`config.mk`:
```
export PLATFORM = sky130hd
export DESIGN_NAME = ccd_line_sequencer
export DESIGN_NICKNAME = d
export VERILOG_FILES = /design/src/rtl/ccd_line_sequencer.sv
export SDC_FILE = /design/constraint.sdc
export NUM_CORES = 1
export LEC_CHECK = 0
export BUFFER_PORTS_ARGS = -buffer_cell sky130_fd_sc_hd__buf_2
export CAP_MARGIN = 15
export CORE_ASPECT_RATIO = 2
export CORE_MARGIN = 5
export CORE_UTILIZATION = 50
export DETAILED_ROUTE_END_ITERATION = 16
export GPL_TIMING_DRIVEN = 0
export PLACE_DENSITY = 0.7
export RECOVER_POWER = 25
export SKIP_LAST_GASP = 1
export SLEW_MARGIN = 20
export SYNTH_ARGS = -nofsm -noshare
export SYNTH_HDL_FRONTEND = slang
export SYNTH_SLANG_ARGS = --single-unit
```
`constraint.sdc`:
```
create_clock -name clk -period 3.69 [get_ports clk]
set_clock_uncertainty 0.1 [all_clocks]
set_input_delay 0.369 -clock clk [delete_from_list [all_inputs] [get_ports clk]]
set_output_delay 0.369 -clock clk [all_outputs]
set_load 0.02 [all_outputs]
```
`src/rtl/ccd_line_sequencer.sv`:
```
module ccd_line_sequencer #(
  parameter int LINE_W    = 12,
  parameter int PIX_W     = 13,
  parameter int INT_W     = 20,
  parameter int FLUSH_LEN = 8,
  parameter int XFER_LEN  = 4
) (
  input  logic              clk,
  input  logic              rst_n,
  input  logic              start_i,
  input  logic [LINE_W-1:0] lines_i,
  input  logic [PIX_W-1:0]  pixels_i,
  input  logic [INT_W-1:0]  integ_i,
  input  logic [INT_W-1:0]  shorten_i,
  output logic              xfer_o,
  output logic              h1_o,
  output logic              h2_o,
  output logic              rst_clk_o,
  output logic              pd_gate_o,
  output logic              adc_ref_o,
  output logic              adc_dat_o,
  output logic              sol_o,
  output logic              line_valid_o,
  output logic              busy_o,
  output logic              done_o
);

  localparam int FW = $clog2(FLUSH_LEN + 1);
  localparam int XW = $clog2(XFER_LEN + 1);

  typedef enum logic [2:0] {S_FLUSH, S_INTEG, S_XFER, S_READ, S_WAIT} state_t;

  state_t            st;
  logic [FW-1:0]     fcnt;
  logic [XW-1:0]     xcnt;
  logic [2:0]        ph;
  logic [PIX_W-1:0]  pcnt;
  logic [INT_W-1:0]  icnt;
  logic [LINE_W-1:0] lrem;
  logic [PIX_W-1:0]  n_pix;
  logic [INT_W-1:0]  n_integ;
  logic [INT_W-1:0]  n_short;
  logic              pend;
  logic              done_q;

  logic [INT_W:0] inext;
  logic           integ_end, flush_end, take, last_pix, tg;

  assign inext     = {1'b0, icnt} + 1'b1;
  assign integ_end = inext >= {1'b0, n_integ};
  assign flush_end = fcnt == FW'(FLUSH_LEN - 1);
  assign take      = (st == S_FLUSH) && flush_end && (pend || start_i);
  assign last_pix  = (ph == 3'd4) && (pcnt == n_pix - 1'b1);

  always_ff @(posedge clk or negedge rst_n) begin
    if (!rst_n) begin
      st      <= S_FLUSH;
      fcnt    <= '0;
      xcnt    <= '0;
      ph      <= '0;
      pcnt    <= '0;
      icnt    <= '0;
      lrem    <= '0;
      n_pix   <= '0;
      n_integ <= '0;
      n_short <= '0;
      pend    <= 1'b0;
      done_q  <= 1'b0;
    end else begin
      done_q <= 1'b0;
      pend   <= (st == S_FLUSH) && !take && (pend || start_i);
      case (st)
        S_FLUSH: begin
          fcnt <= flush_end ? '0 : fcnt + 1'b1;
          if (take) begin
            st      <= S_INTEG;
            icnt    <= '0;
            lrem    <= lines_i;
            n_pix   <= pixels_i;
            n_integ <= integ_i;
            n_short <= shorten_i;
          end
        end
        S_INTEG: begin
          icnt <= icnt + 1'b1;
          if (integ_end) begin
            st   <= S_XFER;
            xcnt <= '0;
          end
        end
        S_XFER: begin
          xcnt <= xcnt + 1'b1;
          if (xcnt == XW'(XFER_LEN - 1)) begin
            st   <= S_READ;
            ph   <= '0;
            pcnt <= '0;
            icnt <= '0;
          end
        end
        S_READ: begin
          if (icnt < n_integ) icnt <= icnt + 1'b1;
          ph <= (ph == 3'd4) ? 3'd0 : ph + 3'd1;
          if (ph == 3'd4) pcnt <= pcnt + 1'b1;
          if (last_pix) begin
            xcnt <= '0;
            if (lrem == LINE_W'(1)) begin
              st     <= S_FLUSH;
              fcnt   <= '0;
              done_q <= 1'b1;
            end else begin
              lrem <= lrem - 1'b1;
              st   <= integ_end ? S_XFER : S_WAIT;
            end
          end
        end
        S_WAIT: begin
          icnt <= icnt + 1'b1;
          if (integ_end) begin
            st   <= S_XFER;
            xcnt <= '0;
          end
        end
        default: st <= S_FLUSH;
      endcase
    end
  end

  assign tg           = (st == S_FLUSH) ? fcnt[0] : icnt[0];
  assign xfer_o       = (st == S_XFER) || ((st == S_FLUSH) && fcnt[0]);
  assign h1_o         = (st == S_READ) ? (ph == 3'd2) : (st != S_XFER) && tg;
  assign h2_o         = (st == S_READ) ? (ph == 3'd3) : (st != S_XFER) && !tg;
  assign rst_clk_o    = (st == S_READ) ? (ph == 3'd0) : (st != S_XFER) && tg;
  assign pd_gate_o    = (st == S_FLUSH) || ((st != S_XFER) && (icnt < n_short));
  assign adc_ref_o    = (st == S_READ) && (ph == 3'd1);
  assign adc_dat_o    = (st == S_READ) && (ph == 3'd4);
  assign sol_o        = adc_dat_o && (pcnt == '0);
  assign line_valid_o = (st == S_READ);
  assign busy_o       = pend || (st != S_FLUSH);
  assign done_o       = done_q;

  assert_idle_gate_R1: assert property (@(posedge clk) disable iff (!rst_n)
    !busy_o |-> pd_gate_o);

  assert_busy_from_start_R2: assert property (@(posedge clk) disable iff (!rst_n)
    $rose(busy_o) |-> $past(start_i));

  assert_xfer_quiet_R4: assert property (@(posedge clk) disable iff (!rst_n)
    (xfer_o && !pd_gate_o) |-> !(h1_o || h2_o || rst_clk_o));

  assert_one_strobe_R5: assert property (@(posedge clk) disable iff (!rst_n)
    line_valid_o |-> ($countones({rst_clk_o, adc_ref_o, h1_o, h2_o, adc_dat_o}) == 1));

  assert_ref_first_R6: assert property (@(posedge clk) disable iff (!rst_n)
    adc_dat_o |-> $past(adc_ref_o, 3));

  assert_window_end_R7: assert property (@(posedge clk) disable iff (!rst_n)
    $fell(line_valid_o) |-> $past(adc_dat_o));

  assert_done_idle_R10: assert property (@(posedge clk) disable iff (!rst_n)
    done_o |-> (!busy_o && $past(adc_dat_o)));

  assert_first_pixel_R12: assert property (@(posedge clk) disable iff (!rst_n)
    sol_o |-> !$past(line_valid_o, 5));

endmodule

```
== Word-level counts from Yosys, hierarchy flattened ==
Index checks and enable logic that the tools add are counted.

* Add/subtract/negate cells: 8
* Order comparisons: 3
* Equality and inequality tests: 21
* Muxes and demuxes: 35
* Reductions and logical operators: 35

{| class="wikitable"
|+ Operators with widths
! operator !! number
|-
| 20-bit one-hot mux with 4 select lines || 1
|-
| 20-bit two-way mux || 3
|-
| 20-bit less-than comparator || 2
|-
| 12-bit two-way mux || 3
|-
| 3-bit two-way mux || 10
|-
| 13-bit two-way mux || 2
|-
| 13-bit one-hot mux with 2 select lines || 1
|-
| 12-bit one-hot mux with 2 select lines || 1
|-
| 20-bit by 1-bit adder with 21-bit output (second input constant) || 1
|-
| 21-bit by 20-bit >= comparator with 1-bit output || 1
|-
| 20-bit by 1-bit adder with 20-bit output (second input constant) || 1
|-
| 3-bit by 2-bit == test with 1-bit output (second input constant) || 5
|-
| 13-bit by 1-bit adder with 13-bit output (second input constant) || 1
|-
| 13-bit == test || 1
|-
| 13-bit zero test || 1
|-
| 13-bit by 1-bit subtractor with 13-bit output (second input constant) || 1
|-
| 12-bit by 1-bit == test with 1-bit output (second input constant) || 1
|-
| 1-bit logical AND || 12
|-
| 4-bit two-way mux || 3
|-
| 3-bit one-hot mux with 4 select lines || 1
|-
| 4-bit AND reduction || 3
|-
| 12-bit by 1-bit subtractor with 12-bit output (second input constant) || 1
|-
| 2-bit by 1-bit != test with 1-bit output (second input constant) || 5
|-
| 3-bit one-hot mux with 3 select lines || 1
|-
| other kinds (19) || 40
|}

* Flip-flop bits (word level): 113
* Output and inout port bits: 11
* Word-level logic and storage cells: 114

== Depth between registers and ports, before layout ==
* Depth after elaboration: 6
* Gate-level depth with buffers: 15
* Depth with buffers taken out: 14

== Least setup slack after synthesis ==
No wires, ideal clock.

* Path type: flip-flop to flip-flop
* Start point: register icnt[2]
* End point: register xcnt[2]
* Arrival time: 3110 ps
* Required time: 3489 ps
* Setup slack: 379 ps
* Stages on the path, launching flop included: 15
* Buffers on the path: 0
* Period minus slack after synthesis: 3311 ps
* Cell sequence: dfrtp_1 nand4_1 nor3_1 nand2_1 nor2_1 nand3_1 xnor2_1 ha_1 a21oi_1 nand2_1 a31oi_1 o211ai_1 nor2_1 a21oi_1 o32ai_1

* Longest elaborated chain between the ends: 4

{| class="wikitable"
|+ RTL lines
! what !! RTL line !! RTL
|-
| start: declaration || 38 || <nowiki>logic [INT_W-1:0] icnt;</nowiki>
|-
| start signal: assignment || 85 || <nowiki>icnt <= icnt + 1'b1;</nowiki>
|-
| start signal: assignment || 101 || <nowiki>if (icnt < n_integ) icnt <= icnt + 1'b1;</nowiki>
|-
| start signal: assignment || 117 || <nowiki>icnt <= icnt + 1'b1;</nowiki>
|-
| 20-bit by 1-bit adder with 21-bit output || 49 || <nowiki>assign inext = {1'b0, icnt} + 1'b1;</nowiki>
|-
| 21-bit by 20-bit >= comparator with 1-bit output || 50 || <nowiki>assign integ_end = inext >= {1'b0, n_integ};</nowiki>
|-
| 2-bit by 1-bit != test with 1-bit output (no source line) || - ||
|-
| 3-bit AND reduction (no source line) || - ||
|-
| end signal: assignment || 92 || <nowiki>xcnt <= xcnt + 1'b1;</nowiki>
|-
| end: declaration || 35 || <nowiki>logic [XW-1:0] xcnt;</nowiki>
|}

No other way between the ends.
A chain may end at the register's enable or synchronous reset.

== Worst setup path in the final report ==
* Start point: register icnt[1]
* End point: register xcnt[2]

The elaborated chain is that of the path after synthesis.

==> flow_metrics.py <==
metrics = {
    "synthesis": {
        "synth_fp_nets": 1001,
        "synth.most_common_cell": "nand2_1",
        "syn_inst": 860,
        "synthTopCellsByCount": "nand2_1 (134), dfrtp_1 (113), o21ai_0 (74)",
        "ys_ff_latch": 113,
        "synth_top_area_share_pct": 38.2,
        "synthesis.area_sq_mm": 0.00740,
        "ys_async_sr_fraction_pct": 100,
        "yosys.area.top_type": "dfrtp_1",
        "ys_types": 71,
        "seq_area_frac_synth_pct": 38.2,
        "synth-main-ff-cell": "dfrtp_1",
        "synth-edff-count": 0,
        "synth.area.top_cells": "dfrtp_1 (38%), ha_1 (12%), nand2_1 (6.8%), o21ai_0 (5.0%), inv_1 (3.4%)",
        "avgSynthCellArea_sq_um": 8.61,
        "synth.yosys.warnings": 0,
    },
    "power_and_ir_drop": {
        "p_seq_share_pct": 36.6,
        "power_density_mw_per_mm2": 423,
        "peakVddDrop_uv": 379,
        "comb_power_share_pct": 10.6,
        "clkPwrFrac_pct": 52.8,
        "p_sw_w": 0.000868,
        "p_sw_share_pct": 23.1,
        "intPower_w": 0.00289,
        "p_leak_nw": 4.29,
    },
    "timing": {
        "tns_ns": 0,
        "finalMaxSlewViolations": 63,
        "slew_headroom_pct": -10.3,
        "hold_violations": 0,
        "max_freq_mhz": 277,
        "finalCritPeriodShare_pct": 97.9,
        "hold_slack_ns": 0.0458,
        "setup_violations": 0,
        "min_period_ns": 3.61,
        "grt_setup_unrepaired": "true",
        "worstMarginPinSlew_ns": 1.65,
    },
    "global_routing": {
        "grt_max_degree": 64,
        "grt_overflow": 0,
        "grt_pass1_wl_microns": 32200,
        "grt_usage_pct": 23.2,
        "first_global_vias": 6720,
        "antenna_found_initial": 0,
    },
    "floorplan": {
        "fp-row-count": 63,
        "initial_core_util_pct": 50.5,
        "dieWidth_microns": 96.1,
        "dieArea_sq_mm": 0.0175,
        "core_area_sq_mm": 0.0147,
        "ios": 79,
        "fp.dieH_microns": 182,
    },
    "run_status": {
        "status": "finished with violations",
        "violations": "capacitance limit, slew limit",
    },
    "critical_path": {
        "startpoint_type": "register",
        "cp.required_ns": 3.89,
        "worst_setup_path_end_kind": "register",
        "critPathKind": "reg -> reg",
        "cp_data_arrival_time_ns": 3.81,
        "worstPathMaxFanout": 6,
    },
    "drt": {
        "ant_nets": 0,
        "drtPass1Iterations": 5,
        "drtIter0Drc": 349,
        "num_vias": 6804,
        "wl_per_cell_microns": 16.7,
        "drc_errors": 0,
        "wl_microns": 19600,
        "vias_per_cell": 5.80,
    },
    "place": {
        "place_inst": 1134,
        "globalplace.congestion": 0.873,
        "numPortBuffers": 78,
        "dpl.hpwl_microns": 14100,
    },
    "run": {
        "cap_violations": 1,
    },
    "layout": {
        "nNetsFinal": 1106,
        "drive_gt1_share_pct": 14.9,
        "diodes": 0,
        "instances_no_fill": 1173,
        "syn_to_final_growth_pct": 20.3,
    },
    "cts": {
        "cts_tree": "done",
        "htreeDepth": 4,
        "numClockSinks": 113,
        "cts_buffer_depth": 2,
        "cts_buffers": 17,
        "root_buffer": "clkbuf_16",
        "clk_latency_ns": 0.41,
        "clk_pin_slew_worst_paths_ns": 0.05,
    },
    "min_path": {
        "hp-class": "in -> reg",
    },
}
==> per-layer routing <==
layer	global-route usage [%]	part of all wire (%)	up-vias
met2	37.8	49	231
li1	-	-	3263
met5	0	0	-
met3	4.17	5.9	47
met1	30.3	42	3263
met4	8.44	2.7	0
==> state kept, by name, summed over array words and instances (netlist names), 3 cells and up <==
name	count
st	3
pcnt	13
xcnt	3
n_pix	13
ph	3
n_integ	20
lrem	12
icnt	20
fcnt	4
n_short	20
==> final cells by class <==
type | instances | area (sq um)
plain buffers | 32 | 125
clock buffers | 23 | 488
clock inverters | 9 | 224
fillers | 1344 | 5760
inverters | 68 | 255
multi-input cells | 646 | 4260
flip-flops and latches | 113 | 2830
well taps | 195 | 244
repair buffers | 87 | 480
==> cell families after synthesis <==
family,Yosys count,synth area share [%]
and+or+nand+nor,320,20.6
buffers and inverters,101,5.19
AOI/OAI and AO/OA,210,18.5
muxes,4,0.558
adders and majority gates,73,12.3
xor gates and xnor gates,39,4.61
DFF,113,38.2
==> power groups by stage <==
stage	registers (W)	logic, W	clock network, W
2_1_floorplan	0.00136	0.000269	0
3_3_place_gp	0.00138	0.000377	0
3_5_place_dp	0.00138	0.000399	0
4_1_cts	0.00136	0.000409	0.00201
5_1_grt	0.00139	0.000463	0.00207
6_report	0.00138	0.000400	0.00199
==> layout by cell type (no fill, tap or decap), types with 4 or more instances in the layout <==
master / n
a211oi_1: 6
a21o_1: 14
a21oi_1: 32
a31oi_1: 6
and3_1: 7
buf_2: 78
buf_4: 8
bufinv_16: 7
clkbuf_1: 32
clkbuf_16: 17
clkbuf_8: 4
dfrtp_1: 109
dfrtp_2: 4
ha_1: 72
inv_1: 67
nand2_1: 134
nand2b_1: 14
nand3_1: 35
nand3b_1: 5
nand4_1: 16
nor2_1: 48
nor3_1: 18
nor4_1: 7
o211ai_1: 9
o21a_1: 5
o21ai_0: 74
o221ai_1: 11
o31ai_1: 18
or2_2: 4
or3_1: 4
xnor2_1: 18
xor2_1: 21
==> critical path, cell delays in order (launching register included) <==
cell	delay, ns
dfrtp_1	0.46
ha_2	0.29
nand3_1	0.21
nor4_4	0.45
buf_4	0.18
xor2_1	0.15
ha_1	0.26
a211oi_1	0.26
nor2_1	0.11
o21bai_1	0.18
o211ai_1	0.12
buf_4	0.17
nor2_2	0.18
a21oi_1	0.09
o32ai_1	0.29
==> through the flow <==
step           setup slack [ns]  utilization, %  cell area [sq um]  power (W)
2_1_floorplan             0.379               -               7400    0.00163
3_3_place_gp             -0.409            54.8               8040    0.00176
3_5_place_dp             -0.386            55.1               8070    0.00178
4_1_cts                  0.0464            60.4               8850    0.00378
5_1_grt                  -0.115            60.7               8900    0.00392
6_report                 0.0772            60.7               8900    0.00376
==> final timing paths <==
path	start	endpoint	slack (ns)	cells past startpoint
min in group asynchronous	rst_n	n_integ[7]	0.81	2
max reg2reg	icnt[1]	xcnt[2]	0.08	14
max	icnt[1]	xcnt[2]	0.08	14
min reg2reg	n_short[0]	n_short[0]	0.38	2
max in group asynchronous	rst_n	icnt[2]	1.55	2
min	pixels_i[5]	n_pix[5]	0.05	3
==> timing repair <==
action | CTS | global route
buffers inserted | 2 | 5
hold buffers | 1 | 0
endpoints found under the setup margin | 6 | 13
endpoints found under the hold margin | 62 | 0
resized for setup | 7 | 8
pin swaps | 1 | 3
Note: power is estimated with default switching activity, not from simulation.
